## src/rtl/asid_tlb_pkg.sv

```systemverilog
`timescale 1ns/1ps
package asid_tlb_pkg;

    typedef enum logic [1:0] {
        ACC_READ  = 2'd0,
        ACC_WRITE = 2'd1,
        ACC_EXEC  = 2'd2,
        ACC_RSVD  = 2'd3
    } acc_e;

    typedef struct packed {
        logic rw;   // writable
        logic xo;   // execute-only
    } perm_t;

endpackage

```

## src/rtl/tlb_cam.sv

```systemverilog
`timescale 1ns/1ps
// Parallel key compare across all entries; reports a match vector,
// whether any entry matched and the encoded index of the match.
module tlb_cam #(
    parameter int N     = 16,
    parameter int KEY_W = 28,
    localparam int IDX_W = (N > 1) ? $clog2(N) : 1
) (
    input  logic [N-1:0]            valid_i,
    input  logic [N-1:0][KEY_W-1:0] keys_i,
    input  logic [KEY_W-1:0]        key_i,
    output logic [N-1:0]            hit_vec_o,
    output logic                    hit_any_o,
    output logic [IDX_W-1:0]        hit_idx_o
);

    for (genvar g = 0; g < N; g++) begin : g_cmp
        assign hit_vec_o[g] = valid_i[g] && (keys_i[g] == key_i);
    end

    assign hit_any_o = |hit_vec_o;

    always_comb begin
        hit_idx_o = '0;
        for (int i = 0; i < N; i++) begin
            if (hit_vec_o[i]) begin
                hit_idx_o = hit_idx_o | IDX_W'(i);
            end
        end
    end

endmodule

```

## src/rtl/tlb_victim.sv

```systemverilog
`timescale 1ns/1ps
// Round-robin victim pick: first non-wired index at or after ptr_i.
module tlb_victim #(
    parameter int N = 16,
    localparam int IDX_W = (N > 1) ? $clog2(N) : 1
) (
    input  logic [N-1:0]     wired_i,
    input  logic [IDX_W-1:0] ptr_i,
    output logic [IDX_W-1:0] idx_o,
    output logic             none_o
);

    always_comb begin
        logic found;
        int   j;
        found = 1'b0;
        idx_o = '0;
        for (int k = 0; k < N; k++) begin
            j = int'(ptr_i) + k;
            if (j >= N) begin
                j = j - N;
            end
            if (!found && !wired_i[j]) begin
                found = 1'b1;
                idx_o = IDX_W'(j);
            end
        end
        none_o = !found;
    end

endmodule

```

## src/rtl/tlb_perm.sv

```systemverilog
`timescale 1ns/1ps
// Protection decision for one access against one entry's permission bits.
module tlb_perm
    import asid_tlb_pkg::*;
(
    input  acc_e  acc_i,
    input  perm_t perm_i,
    output logic  ok_o
);

    always_comb begin
        unique case (acc_i)
            ACC_READ:  ok_o = !perm_i.xo;
            ACC_WRITE: ok_o = !perm_i.xo && perm_i.rw;
            ACC_EXEC:  ok_o = perm_i.xo;
            default:   ok_o = 1'b0;
        endcase
    end

endmodule

```

## src/rtl/asid_tlb.sv

```systemverilog
`timescale 1ns/1ps
module asid_tlb
    import asid_tlb_pkg::*;
#(
    parameter int ENTRIES = 16,
    parameter int VA_W    = 32,
    parameter int PA_W    = 32,
    parameter int OFF_W   = 12,
    parameter int ASID_W  = 8,
    localparam int VPN_W  = VA_W - OFF_W,
    localparam int PFN_W  = PA_W - OFF_W,
    localparam int KEY_W  = VPN_W + ASID_W,
    localparam int IDX_W  = (ENTRIES > 1) ? $clog2(ENTRIES) : 1
) (
    input  logic              clk,
    input  logic              rst_n,
    input  logic              lk_valid,
    input  logic [VA_W-1:0]   lk_va,
    input  logic [ASID_W-1:0] lk_asid,
    input  logic [1:0]        lk_acc,
    output logic              lk_hit,
    output logic              lk_miss,
    output logic              lk_fault,
    output logic [PA_W-1:0]   lk_pa,
    input  logic              rf_valid,
    input  logic [VPN_W-1:0]  rf_vpn,
    input  logic [ASID_W-1:0] rf_asid,
    input  logic [PFN_W-1:0]  rf_pfn,
    input  logic              rf_rw,
    input  logic              rf_xo,
    input  logic              rf_wired,
    output logic              rf_err,
    input  logic              fl_all,
    input  logic              fl_asid_en,
    input  logic [ASID_W-1:0] fl_asid
);

    typedef struct packed {
        logic              valid;
        logic              wired;
        logic [ASID_W-1:0] asid;
        logic [VPN_W-1:0]  vpn;
        logic [PFN_W-1:0]  pfn;
        perm_t             perm;
    } ent_t;

    typedef struct packed {
        ent_t [ENTRIES-1:0] ent;
        logic [IDX_W-1:0]   rr;
    } st_t;

    st_t st_d, st_q;

    // ---------------- per-entry views ----------------
    logic [ENTRIES-1:0]            valid_vec;
    logic [ENTRIES-1:0]            wired_vec;
    logic [ENTRIES-1:0][KEY_W-1:0] key_vec;

    for (genvar g = 0; g < ENTRIES; g++) begin : g_view
        assign valid_vec[g] = st_q.ent[g].valid;
        assign wired_vec[g] = st_q.ent[g].wired;
        assign key_vec[g]   = {st_q.ent[g].asid, st_q.ent[g].vpn};
    end

    // ---------------- lookup path ----------------
    logic [ENTRIES-1:0] lk_hitv;
    logic               lk_any;
    logic [IDX_W-1:0]   lk_idx;
    logic               lk_ok;
    ent_t               lk_ent;

    tlb_cam #(.N(ENTRIES), .KEY_W(KEY_W)) u_cam_lk (
        .valid_i   (valid_vec),
        .keys_i    (key_vec),
        .key_i     ({lk_asid, lk_va[VA_W-1:OFF_W]}),
        .hit_vec_o (lk_hitv),
        .hit_any_o (lk_any),
        .hit_idx_o (lk_idx)
    );

    assign lk_ent = st_q.ent[lk_idx];

    tlb_perm u_perm (
        .acc_i  (acc_e'(lk_acc)),
        .perm_i (lk_ent.perm),
        .ok_o   (lk_ok)
    );

    always_comb begin
        lk_hit   = lk_valid && lk_any && lk_ok;
        lk_fault = lk_valid && lk_any && !lk_ok;
        lk_miss  = lk_valid && !lk_any;
        lk_pa    = lk_hit ? {lk_ent.pfn, lk_va[OFF_W-1:0]} : '0;
    end

    // ---------------- refill path ----------------
    logic [ENTRIES-1:0] rf_hitv;
    logic               rf_dup;
    logic [IDX_W-1:0]   rf_dup_idx;
    logic [IDX_W-1:0]   vic_idx;
    logic               vic_none;
    logic               rf_take;
    logic [IDX_W-1:0]   rf_tgt;
    logic [ENTRIES-1:0] wr_sel;

    tlb_cam #(.N(ENTRIES), .KEY_W(KEY_W)) u_cam_rf (
        .valid_i   (valid_vec),
        .keys_i    (key_vec),
        .key_i     ({rf_asid, rf_vpn}),
        .hit_vec_o (rf_hitv),
        .hit_any_o (rf_dup),
        .hit_idx_o (rf_dup_idx)
    );

    tlb_victim #(.N(ENTRIES)) u_victim (
        .wired_i (wired_vec),
        .ptr_i   (st_q.rr),
        .idx_o   (vic_idx),
        .none_o  (vic_none)
    );

    always_comb begin
        rf_err  = rf_valid && !rf_dup && vic_none;
        rf_take = rf_valid && !rf_err;
        rf_tgt  = rf_dup ? rf_dup_idx : vic_idx;
        for (int i = 0; i < ENTRIES; i++) begin
            wr_sel[i] = rf_take && (rf_tgt == IDX_W'(i));
        end
    end

    // ---------------- next state ----------------
    always_comb begin
        st_d = st_q;
        for (int i = 0; i < ENTRIES; i++) begin
            if (!st_q.ent[i].wired) begin
                if (fl_all) begin
                    st_d.ent[i].valid = 1'b0;
                end
                if (fl_asid_en && (st_q.ent[i].asid == fl_asid)) begin
                    st_d.ent[i].valid = 1'b0;
                end
            end
            if (wr_sel[i]) begin
                st_d.ent[i].valid   = 1'b1;
                st_d.ent[i].wired   = rf_wired;
                st_d.ent[i].asid    = rf_asid;
                st_d.ent[i].vpn     = rf_vpn;
                st_d.ent[i].pfn     = rf_pfn;
                st_d.ent[i].perm.rw = rf_rw;
                st_d.ent[i].perm.xo = rf_xo;
            end
        end
        if (rf_take && !rf_dup) begin
            if (int'(vic_idx) == ENTRIES - 1) begin
                st_d.rr = '0;
            end else begin
                st_d.rr = vic_idx + 1'b1;
            end
        end
    end

    always_ff @(posedge clk or negedge rst_n) begin
        if (!rst_n) begin
            st_q <= '0;
        end else begin
            st_q <= st_d;
        end
    end

    // ---------------- assertions ----------------
    p_single_match_r3: assert property (@(posedge clk) disable iff (!rst_n)
        $onehot0(lk_hitv) && $onehot0(rf_hitv))
        else $error("more than one entry matches a key");

    p_fault_exclusive_r7: assert property (@(posedge clk) disable iff (!rst_n)
        lk_fault |-> (!lk_hit && !lk_miss && (lk_pa == '0)))
        else $error("fault raised together with hit or miss");

    p_idle_quiet_r10: assert property (@(posedge clk) disable iff (!rst_n)
        !lk_valid |-> (!lk_hit && !lk_miss && !lk_fault))
        else $error("lookup outputs active without a request");

    p_victim_unwired_r4: assert property (@(posedge clk) disable iff (!rst_n)
        !vic_none |-> !wired_vec[vic_idx])
        else $error("victim points at a wired entry");

    p_reject_keeps_ptr_r6: assert property (@(posedge clk) disable iff (!rst_n)
        rf_err |=> (st_q.rr == $past(st_q.rr)))
        else $error("rejected refill moved the pointer");

    p_flush_all_r8: assert property (@(posedge clk) disable iff (!rst_n)
        (fl_all && !rf_valid) |=> ((valid_vec & ~wired_vec) == '0))
        else $error("non-wired entry survived a full flush");

    for (genvar g = 0; g < ENTRIES; g++) begin : g_wired_chk
        p_wired_resident_r5: assert property (@(posedge clk) disable iff (!rst_n)
            (wired_vec[g] && !wr_sel[g]) |=> (valid_vec[g] && wired_vec[g]))
            else $error("wired entry lost without being rewritten");
    end

endmodule

```

## config.mk

```make
export PLATFORM = sky130hd
export DESIGN_NAME = asid_tlb
export DESIGN_NICKNAME = d
export VERILOG_FILES = /design/src/rtl/asid_tlb_pkg.sv /design/src/rtl/tlb_cam.sv /design/src/rtl/tlb_victim.sv /design/src/rtl/tlb_perm.sv /design/src/rtl/asid_tlb.sv
export SDC_FILE = /design/constraint.sdc
export NUM_CORES = 2
export LEC_CHECK = 0
export BUFFER_PORTS_ARGS = -buffer_cell sky130_fd_sc_hd__buf_2
export CORE_MARGIN = 1
export CORE_UTILIZATION = 55
export DETAILED_ROUTE_END_ITERATION = 6
export PLACE_DENSITY = 0.78
export SYNTH_ARGS = -nofsm -noshare
export SYNTH_HDL_FRONTEND = slang
export SYNTH_SLANG_ARGS = --single-unit
export TNS_END_PERCENT = 50
```

## constraint.sdc

```tcl
create_clock -name clk -period 13.3 [get_ports clk]
set_input_delay 1.33 -clock clk [delete_from_list [all_inputs] [get_ports clk]]
set_output_delay 1.33 -clock clk [all_outputs]
set_load 0.005 [all_outputs]
```

**Word level (Yosys, flattened, before mapping)**

Cells that the tools add are included.

- $lt $le $gt $ge: 33
- Equality and inequality tests: 82
- $mul: 0
- Mux-type cells: 181
- Bitwise operators: 0
- Div/mod/pow operators: 0
- Reduce and logical (&&, ||, !) cells: 159
- Shift operators: 0
- Add/sub/neg operators: 32

Operators by type and width:

| cell | count |
|---|---|
| 28-bit equality test | 32 |
| 52-bit two-way mux | 16 |
| 32-bit two-way mux | 17 |
| 32-bit by 6-bit < comparator with 1-bit output (second input constant) | 16 |
| 32-bit by 6-bit greater-or-equal comparator with 1-bit output (second input constant) | 15 |
| 32-bit by 6-bit subtractor with 32-bit output (second input constant) | 15 |
| 52-bit binary-select mux with 4-bit select | 1 |
| 4-bit two-way mux | 34 |
| 8-bit equality test | 16 |
| 1-bit logical AND | 88 |
| 1-bit two-way mux | 83 |
| 1-bit binary-select mux with 4-bit select | 16 |
| 3-bit nonzero test | 16 |
| 4-bit by 4-bit adder with 5-bit output (second input constant) | 8 |
| 1-bit zero test | 35 |
| 4-bit equality test (second input constant) | 8 |
| 2-bit by 1-bit != test with 1-bit output (second input constant) | 16 |
| 2-bit AND reduction | 16 |
| 16-bit OR reduction | 2 |
| 3-bit two-way mux | 8 |
| 22-bit two-way mux | 1 |
| 4-bit by 3-bit adder with 5-bit output (second input constant) | 4 |
| 4-bit by 3-bit equality test with 1-bit output (second input constant) | 4 |
| 4-bit by 2-bit adder with 5-bit output (second input constant) | 2 |
| other kinds (13) | 18 |

- Output and inout port bits: 36
- Memory bits (writable): 0
- Bits in latches: 0
- Memories: 0
- Memory bits (read-only): 0
- Register bits: 836

**Depth between registers and ports, before layout**

- Word-level depth: 58
- Mapped depth: 22
- Gate-level depth less buffers: 15

**Cells and area by module**

A second synthesis with hierarchy kept.

- Cell total of the unflattened synthesis: 3,976
- Area, all modules: 49,548.8 um2

Modules (own cells, without submodules):

| module | area an instance (um2) | sequential area each (um2) | cells each | instances |
|---|---|---|---|---|
| asid_tlb | 36,288.6 | 20,920.1 | 2,343 | 1 |
| tlb_cam | 5,525.3 | 0.0 | 693 | 2 |
| tlb_victim | 2,188.3 | 0.0 | 244 | 1 |
| tlb_perm | 21.3 | 0.0 | 3 | 1 |

**Least setup slack after synthesis**

OpenSTA, ideal clock, no wires.

- Path type: input port to output port
- Start point: input lk_va[14]
- End point: output lk_pa[12]
- Arrival: 4.748 ns
- Slack: 7.222 ns
- Buffers on the path: 5
- Cell stages on the path: 17
- Cells stage by stage: clkbuf_1 buf_2 xnor2_1 nand4_1 nor4_1 a22oi_1 nand3_1 nor2_1 buf_2 buf_2 mux2i_1 a22oi_1 nand2_1 a211oi_1 a211oi_1 clkbuf_1 nor3_1

- Cells in the longest elaborated chain, start to end: 24
- Elaborated cells on any way between the ends: 56

Ends and longest elaborated chain:

| what | RTL line | text |
|---|---|---|
| from (decl) | asid_tlb.sv:18 | `input logic [VA_W-1:0] lk_va,` |
| 28-bit equality test | tlb_cam.sv:18 | `assign hit_vec_o[g] = valid_i[g] && (keys_i[g] == key_i);` |
| 1-bit logical AND | tlb_cam.sv:18 |  |
| 1-bit two-way mux | tlb_cam.sv:26 | `if (hit_vec_o[i]) begin` |
| 2-bit two-way mux (2 in a row) | tlb_cam.sv:26 |  |
| 3-bit two-way mux (4 in a row) | tlb_cam.sv:26 |  |
| 4-bit two-way mux (8 in a row) | tlb_cam.sv:26 |  |
| 52-bit binary-select mux with 4-bit select | asid_tlb.sv:81 | `assign lk_ent = st_q.ent[lk_idx];` |
| 22-bit two-way mux (not written as such) | asid_tlb.sv:81 |  |
| 1-bit zero test | tlb_perm.sv:13, tlb_perm.sv:14 |  |
| 1-bit logical AND | tlb_perm.sv:14 | `ACC_WRITE: ok_o = !perm_i.xo && perm_i.rw;` |
| 1-bit one-hot mux with 3 select lines | tlb_perm.sv:12 | `unique case (acc_i)` |
| 1-bit logical AND | asid_tlb.sv:90 | `lk_hit = lk_valid && lk_any && lk_ok;` |
| 32-bit two-way mux (*) | asid_tlb.sv:93 | `lk_pa = lk_hit ? {lk_ent.pfn, lk_va[OFF_W-1:0]} : '0;` |
| to (decl) | asid_tlb.sv:24 | `output logic [PA_W-1:0] lk_pa,` |

Every way passes the cells marked *; elsewhere a longest branch is shown, timed or not. The select of a mux whose other input is x is not followed.

**Worst setup path in the final report**

- Start point: input lk_va[26]
- End point: output lk_pa[9]

- Cells in the longest elaborated chain, start to end: 24
- Elaborated cells on any way between the ends: 56

Ends and longest elaborated chain:

| what | RTL line |
|---|---|
| 28-bit equality test | tlb_cam.sv:18 |
| 1-bit logical AND | tlb_cam.sv:18 |
| 1-bit two-way mux | tlb_cam.sv:26 |
| 2-bit two-way mux (2 in a row) | tlb_cam.sv:26 |
| 3-bit two-way mux (4 in a row) | tlb_cam.sv:26 |
| 4-bit two-way mux (8 in a row) | tlb_cam.sv:26 |
| 52-bit binary-select mux with 4-bit select | asid_tlb.sv:81 |
| 22-bit two-way mux (not written as such) | asid_tlb.sv:81 |
| 1-bit zero test | tlb_perm.sv:13, tlb_perm.sv:14 |
| 1-bit logical AND | tlb_perm.sv:14 |
| 1-bit one-hot mux with 3 select lines | tlb_perm.sv:12 |
| 1-bit logical AND (*) | asid_tlb.sv:90 |
| 32-bit two-way mux (*) | asid_tlb.sv:93 |

Marked as above.

==> results_dict.tcl <==
set metrics [dict create \
    power.density_nw_per_um2 242.7 \
    fin_nets 4487 \
    synth_warnings 0 \
    cts_resized 0 \
    drtAntennaViolNets 0 \
    synth_top_area_share 0.4120 \
    p_seq_frac 0.363 \
    worst-setup-path-type "input port to output port" \
    synth_fp_nets 4541 \
    dp_cells 5467 \
    syn2layout_area_growth_pct 8.750 \
    io_buffers 142 \
    critPathSlowestCell "buf_2" \
    synthArstFlopShare 1.000 \
    path_delay_family "simple AND/OR/NAND/NOR gates" \
    worst_slew_pin_slew_ns 1.217 \
    pwr-share-comb 0.438 \
    tns_ns 0 \
    synth_cell_types 80 \
    hold_ws_ns 0.4906 \
    track_usage 0.3455 \
    htreeDepth 3 \
    viasPerCell 6.575 \
    cts.sinks 836 \
    synth_edf_count 0 \
    yosysSeqAreaShare 0.4120 \
    status "completed" \
    synth_flop_cell "dfrtp_1" \
    hold_viol_final 0 \
    critPathCaptureType "output port" \
    root_buffer "clkbuf_16" \
    slew_headroom 0.1866 \
    cts_tree "built" \
    min_period_ns 8.726 \
    crit_path_max_incr_delay_ns 0.80 \
    stdcell_count 5633 \
    gp_congestion 0.9879 \
    max_freq_mhz 114.6 \
    clkPwrFrac 0.198 \
    synth.area.top_cells "dfrtp_1 (41%), mux2_2 (16%), xnor2_1 (13%)" \
    grt_pass1_wl_um 241200 \
    core_area_um2 91520 \
    synth_seq_cells 836 \
    startpoint_type "input port" \
    switching_share 0.3818 \
    rsz0062_at_grt "false" \
    die_w_um 305.8 \
    cp_data_arrival_time_ns 7.40 \
    ctsHoldBuffers 0 \
    p_switching_w 0.005117 \
    p_int_w 0.008283 \
    design.die.area_um2 93540 \
    leakage_nw 23.14 \
    yosysMostFrequentCell "dfrtp_1" \
    hold_class "flip-flop to flip-flop" \
    boundaryPins 143 \
    max-cap-violations 0 \
    route.detailed.drc 0 \
    drt_first_pass_iters 5 \
    synth_area_per_cell_um2 11.47 \
    clk_pin_slew_ns 0.06 \
    initial_core_util 0.5548 \
    drt_iter0_markers 4179 \
    grt_overflow 0 \
    numCtsBuffers 89 \
    cp.required_ns 11.97 \
    post_cts_buffers 0 \
    finalMaxSlewViolations 0 \
    grt_max_degree 189 \
    cp_num_buf_inv 4 \
    fin_skew_ns 0.03094 \
    synth_area_um2 50780 \
    post-route-period-util 0.6561 \
    synthTopCellsByCount "dfrtp_1 (836), mux2_2 (739), xnor2_1 (737)" \
    dpl.hpwl_um 95430 \
    yosysTopAreaCell "dfrtp_1" \
    dieHeight_um 305.8 \
    drt_wl_total_um 162200 \
    rows 111 \
    setup_violations 0 \
    cp_cell_sequence "buf_2 -> xor2_1 -> or4_1 -> nor4_1 -> nand4_1 -> nand4_1 -> or2_4 -> buf_12 -> nor2_1 -> a22o_1 -> o21ai_0 -> a211oi_1 -> a211oi_4 -> buf_4 -> nor3b_1 -> buf_2" \
    drive_gt1_frac 0.2781 \
    clk_latency_ns 0.69 \
    wire_per_inst_um 28.80 \
    clock_path_buffers 3 \
    vias 37040 \
    crit_fanout 120 \
    ir_worst_vdd_mv 0.2335 \
    syn_inst 4426 \
    antenna_found_initial 11 \
    grt_pass1_vias 37280 \
]
-- stage by stage --
| stage | total power, W | worst slack (ns) | area, um2 | util |
|---|---|---|---|---|
| floorplan | 0.009155 | 7.222 | 50780 | - |
| global placement | 0.01044 | 4.779 | 52070 | 0.5689 |
| detailed placement | 0.01062 | 4.600 | 52070 | 0.5689 |
| CTS | 0.01332 | 4.579 | 55210 | 0.6032 |
| global route | 0.01406 | 4.282 | 55220 | 0.6033 |
| finish | 0.01340 | 4.574 | 55220 | 0.6033 |
-- sequential cells by signal, indices dropped and copies added (netlist names) --
name / flops
st_q: 388
key_vec: 448
-- power by group through the flow --
| stage | registers [W] | clock network, W | logic (W) |
|---|---|---|---|
| floorplan | 0.00445 | 0 | 0.00470 |
| global placement | 0.00481 | 0 | 0.00563 |
| detailed placement | 0.00486 | 0 | 0.00577 |
| CTS | 0.00483 | 0.00268 | 0.00581 |
| global route | 0.00497 | 0.00278 | 0.00631 |
| finish | 0.00487 | 0.00266 | 0.00587 |
-- layout make-up --
cell class,instances,area [um2]
fill,7263,36300
multi-input combinational,3202,28220
sequential,836,20920
clock buffer,126,2608
tap,1186,1484
timing repair buffer,222,1371
clock inverter,37,534.3
inverter,21,78.83
antenna,3,7.507
-- placed cells by master, fill, tap and decap left out, types with 6 or more instances in the layout --
| cell type | n |
|---|---|
| or4_1 | 13 |
| xor2_1 | 287 |
| inv_1 | 17 |
| nor3_1 | 42 |
| mux2i_1 | 243 |
| a21oi_1 | 18 |
| mux4_2 | 26 |
| mux2_4 | 49 |
| nand2b_1 | 18 |
| a211oi_1 | 9 |
| nand3_1 | 43 |
| o21ai_0 | 93 |
| a31oi_1 | 19 |
| xnor2_1 | 737 |
| nand2_1 | 171 |
| nor2b_1 | 6 |
| o211ai_1 | 24 |
| nor3b_1 | 25 |
| clkbuf_1 | 14 |
| clkinv_2 | 14 |
| bufinv_16 | 9 |
| nor4_1 | 134 |
| clkbuf_16 | 90 |
| buf_2 | 141 |
| nand4_1 | 243 |
| buf_4 | 76 |
| clkbuf_8 | 22 |
| dfrtp_1 | 836 |
| or2_2 | 15 |
| mux2_2 | 739 |
| a22oi_1 | 11 |
| o22ai_1 | 6 |
| ha_1 | 8 |
| nor2_1 | 33 |
| mux2_1 | 79 |
-- cell families after synthesis --
family | share of synthesized area
DFF | 0.4120
xor gates and xnor gates | 0.1781
AOI/OAI and AO/OA | 0.02903
adders and majority gates | 0.001971
and+or+nand+nor | 0.08829
muxes | 0.2563
buffers and inverters | 0.03425
-- worst reg2reg max path: cells and delay by family (launching register included) --
family                     cells  cell delay [ns]
AOI/OAI and AO/OA              3             0.82
adders and majority gates      1             0.85
buffers and inverters          3             1.19
DFF                            1             0.32
muxes                          5             1.69
and+or+nand+nor                4             1.85
-- routing by layer --
metal | global-route usage | share of wire
met1 | 0.4581 | 0.39
met2 | 0.5265 | 0.44
met3 | 0.07756 | 0.10
met4 | 0.1886 | 0.062
met5 | 0 | 0.00036
-- worst paths after layout --
kind,start,endpoint,slack [ns],cells after the start
max,lk_va[26],lk_pa[9],4.57,16
min,st_q[803]$_DFFE_PN0P_,st_q[803]$_DFFE_PN0P_,0.49,1
max reg2reg,st_q[1]$_DFFE_PN0P_,st_q[541]$_DFFE_PN0P_,6.44,16
min reg2reg,st_q[803]$_DFFE_PN0P_,st_q[803]$_DFFE_PN0P_,0.49,1
max in group asynchronous,rst_n,st_q[284]$_DFFE_PN0P_,9.58,4
min in group asynchronous,rst_n,key_vec[387]$_DFFE_PN0P_,0.62,1
No activity file was read; power rests on OpenSTA's default activity.
